--- src/rtl/pin_irq_pkg.sv ---
package pin_irq_pkg;

  localparam int REG_ADDR_W = 2;

  localparam logic [REG_ADDR_W-1:0] REG_ENABLE = 2'd0;
  localparam logic [REG_ADDR_W-1:0] REG_FLAGS  = 2'd1;
  localparam logic [REG_ADDR_W-1:0] REG_SENSE  = 2'd2;
  localparam logic [REG_ADDR_W-1:0] REG_PRIO   = 2'd3;

  localparam logic [1:0] MASK_TOP = 2'b11;

  typedef enum logic [1:0] {
    SENSE_FALL_LOW = 2'b00,
    SENSE_RISE     = 2'b01,
    SENSE_FALL     = 2'b10,
    SENSE_BOTH     = 2'b11
  } sense_e;

endpackage

--- src/rtl/pin_sync.sv ---
module pin_sync #(
  parameter int   NUM_PINS    = 8,
  parameter int   SYNC_STAGES = 2,
  parameter logic IDLE_LEVEL  = 1'b1
) (
  input  logic                clk,
  input  logic                rst_n,
  input  logic [NUM_PINS-1:0] pins_i,
  output logic [NUM_PINS-1:0] sync_o
);

  localparam logic [NUM_PINS-1:0] RST_VAL = {NUM_PINS{IDLE_LEVEL}};

  logic [NUM_PINS-1:0] stage_q [SYNC_STAGES];

  for (genvar s = 0; s < SYNC_STAGES; s++) begin : g_stage
    logic [NUM_PINS-1:0] stage_d;
    if (s == 0) begin : g_first
      assign stage_d = pins_i;
    end else begin : g_next
      assign stage_d = stage_q[s-1];
    end

    always_ff @(posedge clk or negedge rst_n) begin
      if (!rst_n) stage_q[s] <= RST_VAL;
      else        stage_q[s] <= stage_d;
    end
  end

  assign sync_o = stage_q[SYNC_STAGES-1];

endmodule

--- src/rtl/pin_edge_detect.sv ---
module pin_edge_detect
  import pin_irq_pkg::*;
#(
  parameter int   NUM_PINS   = 8,
  parameter logic IDLE_LEVEL = 1'b1
) (
  input  logic                clk,
  input  logic                rst_n,
  input  logic [NUM_PINS-1:0] sync_i,
  input  sense_e              sense_i,
  output logic [NUM_PINS-1:0] evt_o
);

  localparam logic [NUM_PINS-1:0] RST_VAL = {NUM_PINS{IDLE_LEVEL}};

  logic [NUM_PINS-1:0] prev_q;
  logic [NUM_PINS-1:0] rise_w;
  logic [NUM_PINS-1:0] fall_w;

  always_ff @(posedge clk or negedge rst_n) begin
    if (!rst_n) prev_q <= RST_VAL;
    else        prev_q <= sync_i;
  end

  assign rise_w = sync_i & ~prev_q;
  assign fall_w = ~sync_i & prev_q;

  always_comb begin
    unique case (sense_i)
      SENSE_RISE:     evt_o = rise_w;
      SENSE_FALL:     evt_o = fall_w;
      SENSE_BOTH:     evt_o = rise_w | fall_w;
      SENSE_FALL_LOW: evt_o = ~sync_i;
      default:        evt_o = '0;
    endcase
  end

endmodule

--- src/rtl/pin_irq_regs.sv ---
module pin_irq_regs
  import pin_irq_pkg::*;
#(
  parameter int NUM_PINS = 8,
  parameter int DATA_W   = 8
) (
  input  logic                  clk,
  input  logic                  rst_n,
  input  logic                  bus_sel_i,
  input  logic                  bus_wr_i,
  input  logic [REG_ADDR_W-1:0] bus_addr_i,
  input  logic [DATA_W-1:0]     bus_wdata_i,
  output logic [DATA_W-1:0]     bus_rdata_o,
  input  logic [1:0]            cpu_mask_i,
  input  logic [NUM_PINS-1:0]   evt_i,
  output logic [NUM_PINS-1:0]   en_o,
  output logic [NUM_PINS-1:0]   flag_o,
  output sense_e                sense_o,
  output logic [1:0]            prio_o
);

  logic [NUM_PINS-1:0] en_q,   en_d;
  logic [NUM_PINS-1:0] flag_q, flag_d;
  sense_e              sense_q, sense_d;
  logic [1:0]          prio_q, prio_d;

  logic                wr_en;
  logic                en_we, sense_we, prio_we, flag_we;
  logic                sense_chg;
  logic [NUM_PINS-1:0] clr_mask;

  assign wr_en     = bus_sel_i & bus_wr_i;
  assign en_we     = wr_en && (bus_addr_i == REG_ENABLE);
  assign flag_we   = wr_en && (bus_addr_i == REG_FLAGS);
  assign prio_we   = wr_en && (bus_addr_i == REG_PRIO);
  assign sense_we  = wr_en && (bus_addr_i == REG_SENSE) && (cpu_mask_i == MASK_TOP);
  assign sense_chg = sense_we && (sense_e'(bus_wdata_i[1:0]) != sense_q);

  always_comb begin
    en_d    = en_we    ? bus_wdata_i[NUM_PINS-1:0] : en_q;
    prio_d  = prio_we  ? bus_wdata_i[1:0]          : prio_q;
    sense_d = sense_we ? sense_e'(bus_wdata_i[1:0]) : sense_q;

    clr_mask = '0;
    if (flag_we)   clr_mask = bus_wdata_i[NUM_PINS-1:0];
    if (sense_chg) clr_mask = '1;
    flag_d = (flag_q & ~clr_mask) | evt_i;
  end

  always_ff @(posedge clk or negedge rst_n) begin
    if (!rst_n) begin
      en_q    <= '0;
      flag_q  <= '0;
      sense_q <= SENSE_FALL_LOW;
      prio_q  <= '0;
    end else begin
      en_q    <= en_d;
      flag_q  <= flag_d;
      sense_q <= sense_d;
      prio_q  <= prio_d;
    end
  end

  always_comb begin
    bus_rdata_o = '0;
    unique case (bus_addr_i)
      REG_ENABLE: bus_rdata_o[NUM_PINS-1:0] = en_q;
      REG_FLAGS:  bus_rdata_o[NUM_PINS-1:0] = flag_q;
      REG_SENSE:  bus_rdata_o[1:0]          = sense_q;
      REG_PRIO:   bus_rdata_o[1:0]          = prio_q;
      default:    bus_rdata_o               = '0;
    endcase
  end

  assign en_o    = en_q;
  assign flag_o  = flag_q;
  assign sense_o = sense_q;
  assign prio_o  = prio_q;

endmodule

--- src/rtl/pin_irq_ctrl.sv ---
module pin_irq_ctrl
  import pin_irq_pkg::*;
#(
  parameter int   NUM_PINS    = 8,
  parameter int   DATA_W      = 8,
  parameter int   SYNC_STAGES = 2,
  parameter logic IDLE_LEVEL  = 1'b1
) (
  input  logic                  clk,
  input  logic                  rst_n,
  input  logic [NUM_PINS-1:0]   pins_i,
  input  logic                  bus_sel_i,
  input  logic                  bus_wr_i,
  input  logic [REG_ADDR_W-1:0] bus_addr_i,
  input  logic [DATA_W-1:0]     bus_wdata_i,
  output logic [DATA_W-1:0]     bus_rdata_o,
  input  logic [1:0]            cpu_mask_i,
  output logic                  irq_o,
  output logic [1:0]            irq_prio_o,
  output logic                  wake_o
);

  logic [NUM_PINS-1:0] sync_w;
  logic [NUM_PINS-1:0] evt_w;
  logic [NUM_PINS-1:0] en_w;
  logic [NUM_PINS-1:0] flag_w;
  sense_e              sense_w;

  pin_sync #(
    .NUM_PINS(NUM_PINS), .SYNC_STAGES(SYNC_STAGES), .IDLE_LEVEL(IDLE_LEVEL)
  ) u_sync (
    .clk(clk), .rst_n(rst_n), .pins_i(pins_i), .sync_o(sync_w)
  );

  pin_edge_detect #(
    .NUM_PINS(NUM_PINS), .IDLE_LEVEL(IDLE_LEVEL)
  ) u_detect (
    .clk(clk), .rst_n(rst_n), .sync_i(sync_w), .sense_i(sense_w), .evt_o(evt_w)
  );

  pin_irq_regs #(
    .NUM_PINS(NUM_PINS), .DATA_W(DATA_W)
  ) u_regs (
    .clk(clk), .rst_n(rst_n),
    .bus_sel_i(bus_sel_i), .bus_wr_i(bus_wr_i), .bus_addr_i(bus_addr_i),
    .bus_wdata_i(bus_wdata_i), .bus_rdata_o(bus_rdata_o),
    .cpu_mask_i(cpu_mask_i), .evt_i(evt_w),
    .en_o(en_w), .flag_o(flag_w), .sense_o(sense_w), .prio_o(irq_prio_o)
  );

  assign irq_o  = |(flag_w & en_w);
  assign wake_o = |(evt_w & en_w);

endmodule

--- config.mk ---
export PLATFORM = sky130hd
export DESIGN_NAME = pin_irq_ctrl
export DESIGN_NICKNAME = d
export VERILOG_FILES = /design/src/rtl/pin_irq_pkg.sv /design/src/rtl/pin_sync.sv /design/src/rtl/pin_edge_detect.sv /design/src/rtl/pin_irq_regs.sv /design/src/rtl/pin_irq_ctrl.sv
export SDC_FILE = /design/constraint.sdc
export NUM_CORES = 1
export LEC_CHECK = 0
export BUFFER_PORTS_ARGS = -buffer_cell sky130_fd_sc_hd__buf_2
export CAP_MARGIN = 20
export CORE_UTILIZATION = 29
export DETAILED_ROUTE_END_ITERATION = 16
export PLACE_DENSITY = 0.53
export SETUP_SLACK_MARGIN = 0.2
export SLEW_MARGIN = 20
export SYNTH_ARGS = -nofsm -noshare
export SYNTH_HDL_FRONTEND = slang
export SYNTH_SLANG_ARGS = --single-unit
--- constraint.sdc ---
create_clock -name clk -period 5.5 [get_ports clk]
set_input_delay 0.825 -clock clk [delete_from_list [all_inputs] [get_ports clk]]
set_output_delay 0.825 -clock clk [all_outputs]
set_load 0.02 [all_outputs]
==> impl_metrics.yaml, run 1 <==
outcome:
  status: "finished clean"
place:
  place_inst: 295
  place_hpwl_mm: 2.930
  pre_cts_ws_ns: 2.719
  gp_congestion: 0.7074
  io_buffers: 35
route:
  top_layer: "met4"
  vias_per_cell: 4.416
  ant_nets: 0
  dr.pass1.iters: 4
  wl_per_cell_um: 13.51
  wl_met3_um: 206
  wl_mm: 4.093
  dr_wl_met2_mm: 1.757
  vias: 1338
  met1_length_mm: 2.080
  drc: 0
  drt_iter0_drc: 56
setup_path:
  r2r_slack_ns: 3.77
  critPathRequiredTime_ns: 4.68
  critPathLaunchType: "flip-flop"
  crit_path_cell_trace: "inv_1, ha_1, inv_1, mux4_2, a211oi_2, nand4_1, buf_2"
  cp_max_fo: 3
  slowest_delay_ns: 0.55
  crit_slowest_cell: "dfstp_2"
  end_kind: "primary output"
  cp.arrival_ns: 2.27
  crit_type: "reg2out"
  crit_top_cell: "inv_1"
global_route:
  gr-usage-all-layers: 0.1135
  grt_max_degree: 45
  antenna_found_initial: 0
  first_global_vias: 1349
  overflow: 0
  grt_pass1_wl_mm: 6.803
finish:
  nNetsFinal: 243
  area_delta_synth_final_pct: 15.89
  fillCellCount: 745
  drive_gt1_frac: 0.3676
  stdcell_count: 303
  antenna_cells: 0
synth:
  syn_inst: 166
  synthTopCellsByArea: "dfstp_2 28%, dfrtp_1 22%, ha_1 9.0%, mux4_1 5.9%, mux2_1 5.6%"
  avgSynthCellArea_um2: 13.42
  synth_adder_area_share: 0.08984
  synth_compound_area_frac: 0.07861
  seq_area_frac_synth: 0.5076
  syn_area_mm2: 0.002228
  ys_warn_count: 0
  ys_ff_latch: 44
  syn_nets: 206
  synthXorXnorAreaFrac: 0.007861
  yosysUniqueCellTypes: 29
  synth_top_family_by_area: "multiplexers"
  synthSimpleGateAreaFrac: 0.07468
  synth_top_area_share: 0.2830
  synthMuxAreaShare: 0.1819
  yosysTopAreaCell: "dfstp_2"
timing:
  fin_worst_skew_ns: 0.004699
  rsz0062_at_grt: "no"
  finalSetupViolations: 0
  setup_ws_ns: 2.410
  maxSlewHeadroom: 0.6178
  hold_violations: 0
  clock.fmax_ghz: 0.3236
  period_share: 0.5619
  finalSetupTns_ns: 0
  drv_slew: 0
  period_needed_ns: 3.090
  worstMarginPinSlew_ns: 0.5733
power:
  power_per_cell_area_mw_per_mm2: 304.8
  power_leakage_nw: 1.181
  ir_drop_mv: 0.1234
hold_path:
  hold_path.class: "reg2reg"
clocking:
  cts_buffers: 5
  cts_max_path_buffers: 2
  cts_setup_buffers: 0
  ctsHoldBuffers: 0
  path_clk_slew_ns: 0.08
  cts.sinks: 44
  cts_resized: 0
  cts_tree: "done"
  cts_root_buffer: "clkbuf_8"
  htreeDepth: 2
  insertion_delay_ns: 0.29
floorplan:
  die-area_mm2: 0.008039
  core_region_area_mm2: 0.007331
  start_util: 0.3040
  die_x_um: 89.66
  io-pin-count: 36
  die_h_um: 89.66
  rows: 31
flow_run:
  cap_violations: 0
-- cells by family after synthesis --
family,Yosys count
flip-flops,44
AND/OR/NAND/NOR,28
AO/OA/AOI/OAI,21
buffers and inverters,29
multiplexers,26
XOR/XNOR,2
adder cells (fa/ha/maj),16
-- flip-flops by register name, summed over array words and instances, names as in the netlist --
name	cells
u_sync.g_stage.stage_d	8
u_regs.sense_o	2
u_regs.flag_o	8
u_sync.sync_o	8
u_detect.prev_q	8
u_regs.en_o	8
u_regs.prio_o	2
-- worst paths after layout --
path / from / end / depth (start not counted)
min in group asynchronous: rst_n / u_regs.sense_o[1] / 1
setup / recovery: u_sync.sync_o[4] / wake_o / 7
hold / removal: u_sync.g_stage[1].stage_d[0] / u_sync.sync_o[0] / 0
max in group asynchronous: rst_n / u_sync.g_stage[1].stage_d[0] / 1
hold reg to reg: u_sync.g_stage[1].stage_d[0] / u_sync.sync_o[0] / 0
setup reg to reg: u_sync.sync_o[7] / u_regs.flag_o[7] / 5
-- cell usage after synthesis (all sizes together) --
| library cell | count |
|---|---|
| a211oi | 1 |
| a22oi | 7 |
| a31o | 8 |
| and2 | 1 |
| buf | 5 |
| dfrtp | 20 |
| dfstp | 24 |
| ha | 16 |
| inv | 24 |
| mux2 | 11 |
| mux2i | 6 |
| mux4 | 9 |
| nand2 | 12 |
| nand2b | 1 |
| nand4 | 3 |
| nor2 | 7 |
| nor3 | 2 |
| nor3b | 1 |
| nor4b | 1 |
| o2111a | 1 |
| o211ai | 1 |
| o21ai | 2 |
| o31ai | 1 |
| xor2 | 2 |
-- through the flow --
step	hold WS [ns]	utilization	area (um2)	power, mW
after floorplan	0.3452	-	2228	0.5317
after CTS	0.3585	0.3519	2580	0.8025
after global routing	0.3613	0.3523	2582	0.8389
after global placement	0.3462	0.3396	2490	0.5865
final	0.3568	0.3523	2582	0.7872
after detailed placement	0.3468	0.3396	2490	0.5899
-- routing by layer --
layer	global-route usage	vias up
li1	-	661
met1	0.1535	638
met2	0.1818	34
met3	0.02559	5
met4	0.03463	0
met5	0	-
-- placed cells by master, fill, tap and decap left out, types with 2 or more instances in the layout --
cell type,Yosys,layout
mux2_1,11,11
mux4_2,4,4
mux2i_1,6,6
xor2_1,2,2
ha_1,16,16
mux4_1,5,5
clkbuf_8,0,6
a22oi_1,7,7
clkbuf_1,0,2
nor2_1,7,7
dfstp_2,24,24
inv_1,23,23
nand4_1,3,3
buf_2,3,34
dfrtp_1,20,20
a31o_1,8,8
nand2_1,12,12
-- report_power, final --
part | internal, mW | switching, mW | leakage (nW)
logic | 0.0856 | 0.0880 | 0.665
registers | 0.365 | 0.0427 | 0.471
clock network | 0.103 | 0.103 | 0.0455
total | 0.553 | 0.234 | 1.18
-- cell type report --
class / count / area (um2) / area share
sequential: 44 / 1131 / 0.4380
multi-input combinational: 93 / 964.7 / 0.3735
timing repair buffer: 35 / 177.7 / 0.06880
tap: 99 / 123.9 / 0.04797
inverter: 24 / 95.09 / 0.03682
clock buffer: 8 / 90.09 / 0.03488
-- critical path: cells and delay by family, from the launching register on --
| kind | cells | cell delay (ns) |
|---|---|---|
| adder cells (fa/ha/maj) | 1 | 0.26 |
| AO/OA/AOI/OAI | 1 | 0.26 |
| flip-flops | 1 | 0.55 |
| AND/OR/NAND/NOR | 1 | 0.14 |
| multiplexers | 1 | 0.49 |
| buffers and inverters | 3 | 0.27 |
(Power assumes the default switching activity.)
==> run 2, diff against run 1 <==
==> constraint.sdc (replaced) <==
create_clock -name clk -period 3.2 [get_ports clk]
set_input_delay 0.48 -clock clk [delete_from_list [all_inputs] [get_ports clk]]
set_output_delay 0.48 -clock clk [all_outputs]
set_load 0.02 [all_outputs]
==> run 2 against run 1 <==
  * Combinational power up 71%
  * Critical path depth unchanged
  * Global-route usage about the same
  * Die area unchanged
  * Non-clock buffer count up 1
  * Wire length up 0.22%
  * Setup slack worse by 1.9 ns
  * Sequential cell count unchanged
  * Highest routed layer unchanged
==> impl_metrics.yaml, run 2 (synthesis results as in run 1) <==
global_route:
  antenna_found_initial: 0
  gr-usage-all-layers: 0.1137
  grt_max_degree: 42
  overflow: 0
  first_global_vias: 1330
  grt_pass1_wl_mm: 6.672
route:
  vias_per_cell: 4.382
  wl_mm: 4.102
  dr.pass1.iters: 4
  wl_per_cell_um: 13.49
  ant_nets: 0
  drc: 0
  vias: 1332
  drt_iter0_drc: 81
hold_path:
  min_path_cells: 1
  min-delay-start: "pins_i[5]"
  holdPathEnd: "u_sync.g_stage[1].stage_d[5]"
  hold_path.class: "in2reg"
floorplan:
  core_region_area_mm2: 0.007331
  die_x_um: 89.66
  rows: 31
  io-pin-count: 36
  start_util: 0.3040
  die_h_um: 89.66
  die-area_mm2: 0.008039
timing:
  finalSetupViolations: 0
  clock.fmax_ghz: 0.3692
  worstMarginPinSlew_ns: 0.9443
  finalSetupTns_ns: 0
  hold_violations: 0
  rsz0062_at_grt: "no"
  fin_worst_skew_ns: 0.01157
  maxSlewHeadroom: 0.3705
  period_share: 0.8465
  drv_slew: 0
  period_needed_ns: 2.709
clocking:
  htreeDepth: 2
  insertion_delay_ns: 0.30
  cts_max_path_buffers: 2
  cts_root_buffer: "clkbuf_8"
  ctsHoldBuffers: 0
  path_clk_slew_ns: 0.08
  cts_setup_buffers: 0
  cts.sinks: 44
  cts_resized: 0
  cts_buffers: 5
  cts_tree: "done"
setup_path:
  cp.arrival_ns: 2.23
  crit_type: "reg2out"
  r2r-end: "u_regs.flag_o[3]"
  r2r_cells: 5
  crit_top_cell: "inv_1"
  crit_cells: 7
  end_kind: "primary output"
  r2r_slack_ns: 1.45
  r2r-start: "u_sync.sync_o[3]"
  critPathLaunchType: "flip-flop"
  crit_slowest_cell: "dfstp_2"
  crit_buf_inv: 3
  cp_top_family: "flip-flops"
  slowest_delay_ns: 0.55
  crit_path_cell_trace: "inv_1, ha_1, inv_1, mux4_1, a22oi_1, nand4_1, buf_2"
  cp_max_fo: 3
  critPathRequiredTime_ns: 2.72
power:
  ir_drop_mv: 0.2098
  power_per_cell_area_mw_per_mm2: 525.2
  power_leakage_nw: 1.184
finish:
  nNetsFinal: 244
  fillCellCount: 719
  drive_gt1_frac: 0.3756
  multi_input_area_um2: 964.7
  seq_area_mm2: 0.001131
  area_delta_synth_final_pct: 16.28
  stdcell_count: 304
  most-common-layout-cells: "35 x buf_2, 24 x dfstp_2, 23 x inv_1, 20 x dfrtp_1, 16 x ha_1"
  antenna_cells: 0
  mostFrequentLayoutCell: "buf_2"
place:
  io_buffers: 35
  place_inst: 296
  place_hpwl_mm: 2.925
  gp_congestion: 0.7447
flow_run:
  cap_violations: 0
outcome:
  status: "finished clean"
## run 2: where the power goes
part           switching [mW]  internal (mW)
Clock                   0.188          0.176
Combinational           0.150          0.148
Sequential             0.0723          0.627
Total                   0.410          0.951
## run 2: layout make-up
type | count | share of cell area
Clock buffer | 7 | 0.03332
Clock inverter | 1 | 0.002897
Inverter | 24 | 0.03670
Multi-Input combinational cell | 93 | 0.3723
Sequential cell | 44 | 0.4365
Tap cell | 99 | 0.04780
Timing Repair Buffer | 36 | 0.07050
## run 2: worst max-delay path by stage
stage | from | to
4_1_cts | u_sync.sync_o[3] | wake_o
5_1_grt | u_sync.sync_o[3] | wake_o
6_report | u_sync.sync_o[2] | wake_o
3_5_place_dp | u_sync.sync_o[2] | wake_o
2_1_floorplan | u_sync.sync_o[4] | wake_o
3_3_place_gp | u_sync.sync_o[2] | wake_o
## run 2: worst reg2reg max path, stage by stage, from the launching register on
cell and delay, ns:
dfstp_2 0.55, inv_1 0.05, ha_1 0.27, inv_1 0.03, mux4_1 0.53, a31o_1 0.22
## run 2: per-stage QoR
step	power [mW]	util	setup WS, ns	instance area (um2)	hold WS, ns
after floorplan	0.9138	-	0.9581	2228	0.1844
after global placement	1.006	0.3407	0.8033	2497	0.3464
after detailed placement	1.012	0.3407	0.7890	2497	0.3468
after CTS	1.385	0.3535	0.4679	2591	0.2652
after global routing	1.452	0.3535	0.3193	2591	0.2492
final	1.361	0.3535	0.4913	2591	0.2785
## run 2: layer usage
layer	up-vias	GRT usage	share of wire
met5	-	0	0
met2	32	0.1708	0.43
met3	5	0.03016	0.046
li1	658	-	-
met1	637	0.1589	0.51
met4	0	0.03896	0.013
==> run 3, diff against run 2 <==
--- a/config.mk
+++ b/config.mk
@@ -5,11 +5,12 @@
 export SDC_FILE = /design/constraint.sdc
 export NUM_CORES = 1
 export LEC_CHECK = 0
+export ABC_AREA = 1
 export BUFFER_PORTS_ARGS = -buffer_cell sky130_fd_sc_hd__buf_2
 export CAP_MARGIN = 20
 export CORE_UTILIZATION = 29
 export DETAILED_ROUTE_END_ITERATION = 16
-export PLACE_DENSITY = 0.53
+export PLACE_DENSITY = 0.54
 export SETUP_SLACK_MARGIN = 0.2
 export SLEW_MARGIN = 20
 export SYNTH_ARGS = -nofsm -noshare
==> constraint.sdc (replaced) <==
create_clock -name clk -period 2.49 [get_ports clk]
set_input_delay 0.3735 -clock clk [delete_from_list [all_inputs] [get_ports clk]]
set_output_delay 0.3735 -clock clk [all_outputs]
set_load 0.02 [all_outputs]
==> run 3 against run 2 <==
  * Cell count grew 35%
  * Setup slack worse by 0.17 ns
  * Clock skew shrank 0.0037 ns
==> impl_metrics.yaml, run 3 <==
setup_path:
  crit_start: "u_sync.sync_o[6]"
  crit_path_cell_trace: "inv_1, ha_1, inv_1, nand2_1, nand3_1, nand3_1, nand2_1, nor2_1, nand2_1, buf_6"
  cp.arrival_ns: 1.80
  r2r-end: "u_regs.flag_o[1]"
  end_kind: "primary output"
  crit_top_cell: "nand2_1"
  critPathRequiredTime_ns: 2.12
  r2r-start: "u_sync.sync_o[1]"
  r2r_slack_ns: 1.05
  cp_max_fo: 2
  crit_slowest_cell: "dfstp_2"
  r2r_cells: 8
  cp_top_family: "flip-flops"
  crit_buf_inv: 3
  crit_type: "reg2out"
  critPathLaunchType: "flip-flop"
  slowest_delay_ns: 0.53
timing:
  drv_slew: 0
  worstMarginPinSlew_ns: 0.6091
  clock.fmax_ghz: 0.4603
  period_share: 0.8725
  fin_worst_skew_ns: 0.007865
  finalSetupTns_ns: 0
  rsz0062_at_grt: "no"
  finalSetupViolations: 0
  hold_violations: 0
  maxSlewHeadroom: 0.5939
  period_needed_ns: 2.173
route:
  vias: 1765
  drt_iter0_drc: 50
  ant_nets: 0
  dr.pass1.iters: 4
  drc: 0
  wl_per_cell_um: 12.48
  vias_per_cell: 4.315
  wl_mm: 5.106
clocking:
  htreeDepth: 2
  cts_buffers: 5
  cts_root_buffer: "clkbuf_8"
  cts_max_path_buffers: 2
  path_clk_slew_ns: 0.09
  insertion_delay_ns: 0.29
  ctsHoldBuffers: 0
  cts.sinks: 44
  cts_tree: "done"
place:
  dpl_cell_area_mm2: 0.002582
  gp_congestion: 0.7816
  io_buffers: 35
  place_hpwl_mm: 3.760
floorplan:
  die_h_um: 90.98
  core_region_area_mm2: 0.007687
  io-pin-count: 36
  rows: 32
  start_util: 0.2987
  die-area_mm2: 0.008276
  die_x_um: 90.98
synth:
  syn_nets: 295
  yosysMostFrequentCell: "nand2_1"
  yosysTopAreaCell: "dfstp_2"
  synthTopCellsByArea: "dfstp_2 27%, dfrtp_1 22%, nand2_1 10%, ha_1 8.7%, inv_1 7.0%"
  syn_inst: 255
  synth_edf_count: 0
  avgSynthCellArea_um2: 9.004
  ys_ff_latch: 44
  seq_area_frac_synth: 0.4926
  ys_async_sr_fraction: 1.000
  synth_top_area_share: 0.2747
  yosysUniqueCellTypes: 28
  synth_flop_cell: "dfstp_2"
  ys_warn_count: 0
  synth_common_cells: "64 x nand2_1, 43 x inv_1, 28 x nand3_1"
  syn_area_mm2: 0.002296
global_route:
  antenna_found_initial: 0
  grt_max_degree: 27
  gr-usage-all-layers: 0.1273
  overflow: 0
  grt_pass1_wl_mm: 8.148
  first_global_vias: 1708
finish:
  fillCellCount: 817
  seq_area_mm2: 0.001134
  area_delta_synth_final_pct: 25.72
  mostFrequentLayoutCell: "nand2_1"
  multi_input_area_mm2: 0.001081
  final_area_mm2: 0.002887
  antenna_cells: 0
  most-common-layout-cells: "62 x nand2_1, 34 x buf_2, 33 x inv_1, 24 x dfstp_2, 18 x dfrtp_1"
  nNetsFinal: 346
  drive_gt1_frac: 0.4137
power:
  swShare: 0.3418
  power_per_cell_area_mw_per_mm2: 657.5
  p_int_mw: 1.249
  switchingPower_mw: 0.6487
  power_frac_seq: 0.468
  p_comb_frac: 0.288
  p_clk_frac: 0.243
  ir_drop_mv: 0.3240
  power_leakage_nw: 1.435
outcome:
  status: "finished clean"
flow_run:
  cap_violations: 0
hold_path:
  hold_path.class: "in2async"
## run 3: changes by cell type after synthesis, sizes merged, moves of 6 or more
| cell | previous run | this run |
|---|---|---|
| o21ai | 2 | 12 |
| nand3 | 0 | 29 |
| mux4 | 9 | 0 |
| mux2 | 11 | 4 |
| a21oi | 0 | 7 |
| nand2 | 12 | 65 |
| mux2i | 6 | 0 |
| o22ai | 0 | 7 |
| a22oi | 7 | 0 |
| inv | 24 | 48 |
| a31o | 8 | 0 |
## run 3: what timing repair did
item                       in CTS  in global routing
setup endpoints to repair       0                  1
resized for setup               0                 33
setup buffers                   0                 11
## run 3: worst max path at each step
stage,endpoint,slack (ns),depth (start not counted)
detailed placement,wake_o,0.57,10
floorplan,wake_o,0.79,9
global placement,wake_o,0.57,10
global route,wake_o,0.16,10
CTS,wake_o,0.24,10
finish,wake_o,0.32,10
## run 3: power by group through the flow
stage | registers [mW] | logic (mW) | clock network [mW]
CTS | 0.882 | 0.466 | 0.482
global placement | 0.894 | 0.458 | 0
floorplan | 0.861 | 0.344 | 0
global route | 0.904 | 0.614 | 0.511
finish | 0.889 | 0.547 | 0.461
detailed placement | 0.895 | 0.464 | 0
## run 3: kinds of logic after synthesis
kind of cell	count (synthesis)	share of synthesized area
buf+inv	51	0.08883
compound gates	30	0.08120
flops	44	0.4926
xor+xnor	2	0.007631
simple gates	108	0.2196
mux	4	0.02289
fa+ha+maj	16	0.08719
## run 3: metal layers
metal	routed length (um)	GRT usage
met3	242	0.03434
met4	0	0.03571
met1	2505	0.1712
met2	2358	0.2014
met5	0	0
## run 3: cell type report
type,instances,area share
repair buffers,47,0.09406
well taps,102,0.04421
inverters,48,0.06242
clock inverters,1,0.002167
multi-input cells,160,0.3745
flip-flops and latches,44,0.3927
clock buffers,7,0.02991
## run 3: through the flow
step                setup WS [ns]  std cells  utilization  power (mW)  hold WS (ns)
global placement           0.5746        390       0.3359       1.351        0.3458
finish                     0.3174        409       0.3755       1.898       0.08822
CTS                        0.2374        398       0.3480       1.830        0.1094
floorplan                  0.7884        255            -       1.205       0.07791
global route               0.1637        409       0.3755       2.029        0.1220
detailed placement         0.5659        390       0.3359       1.360        0.3468
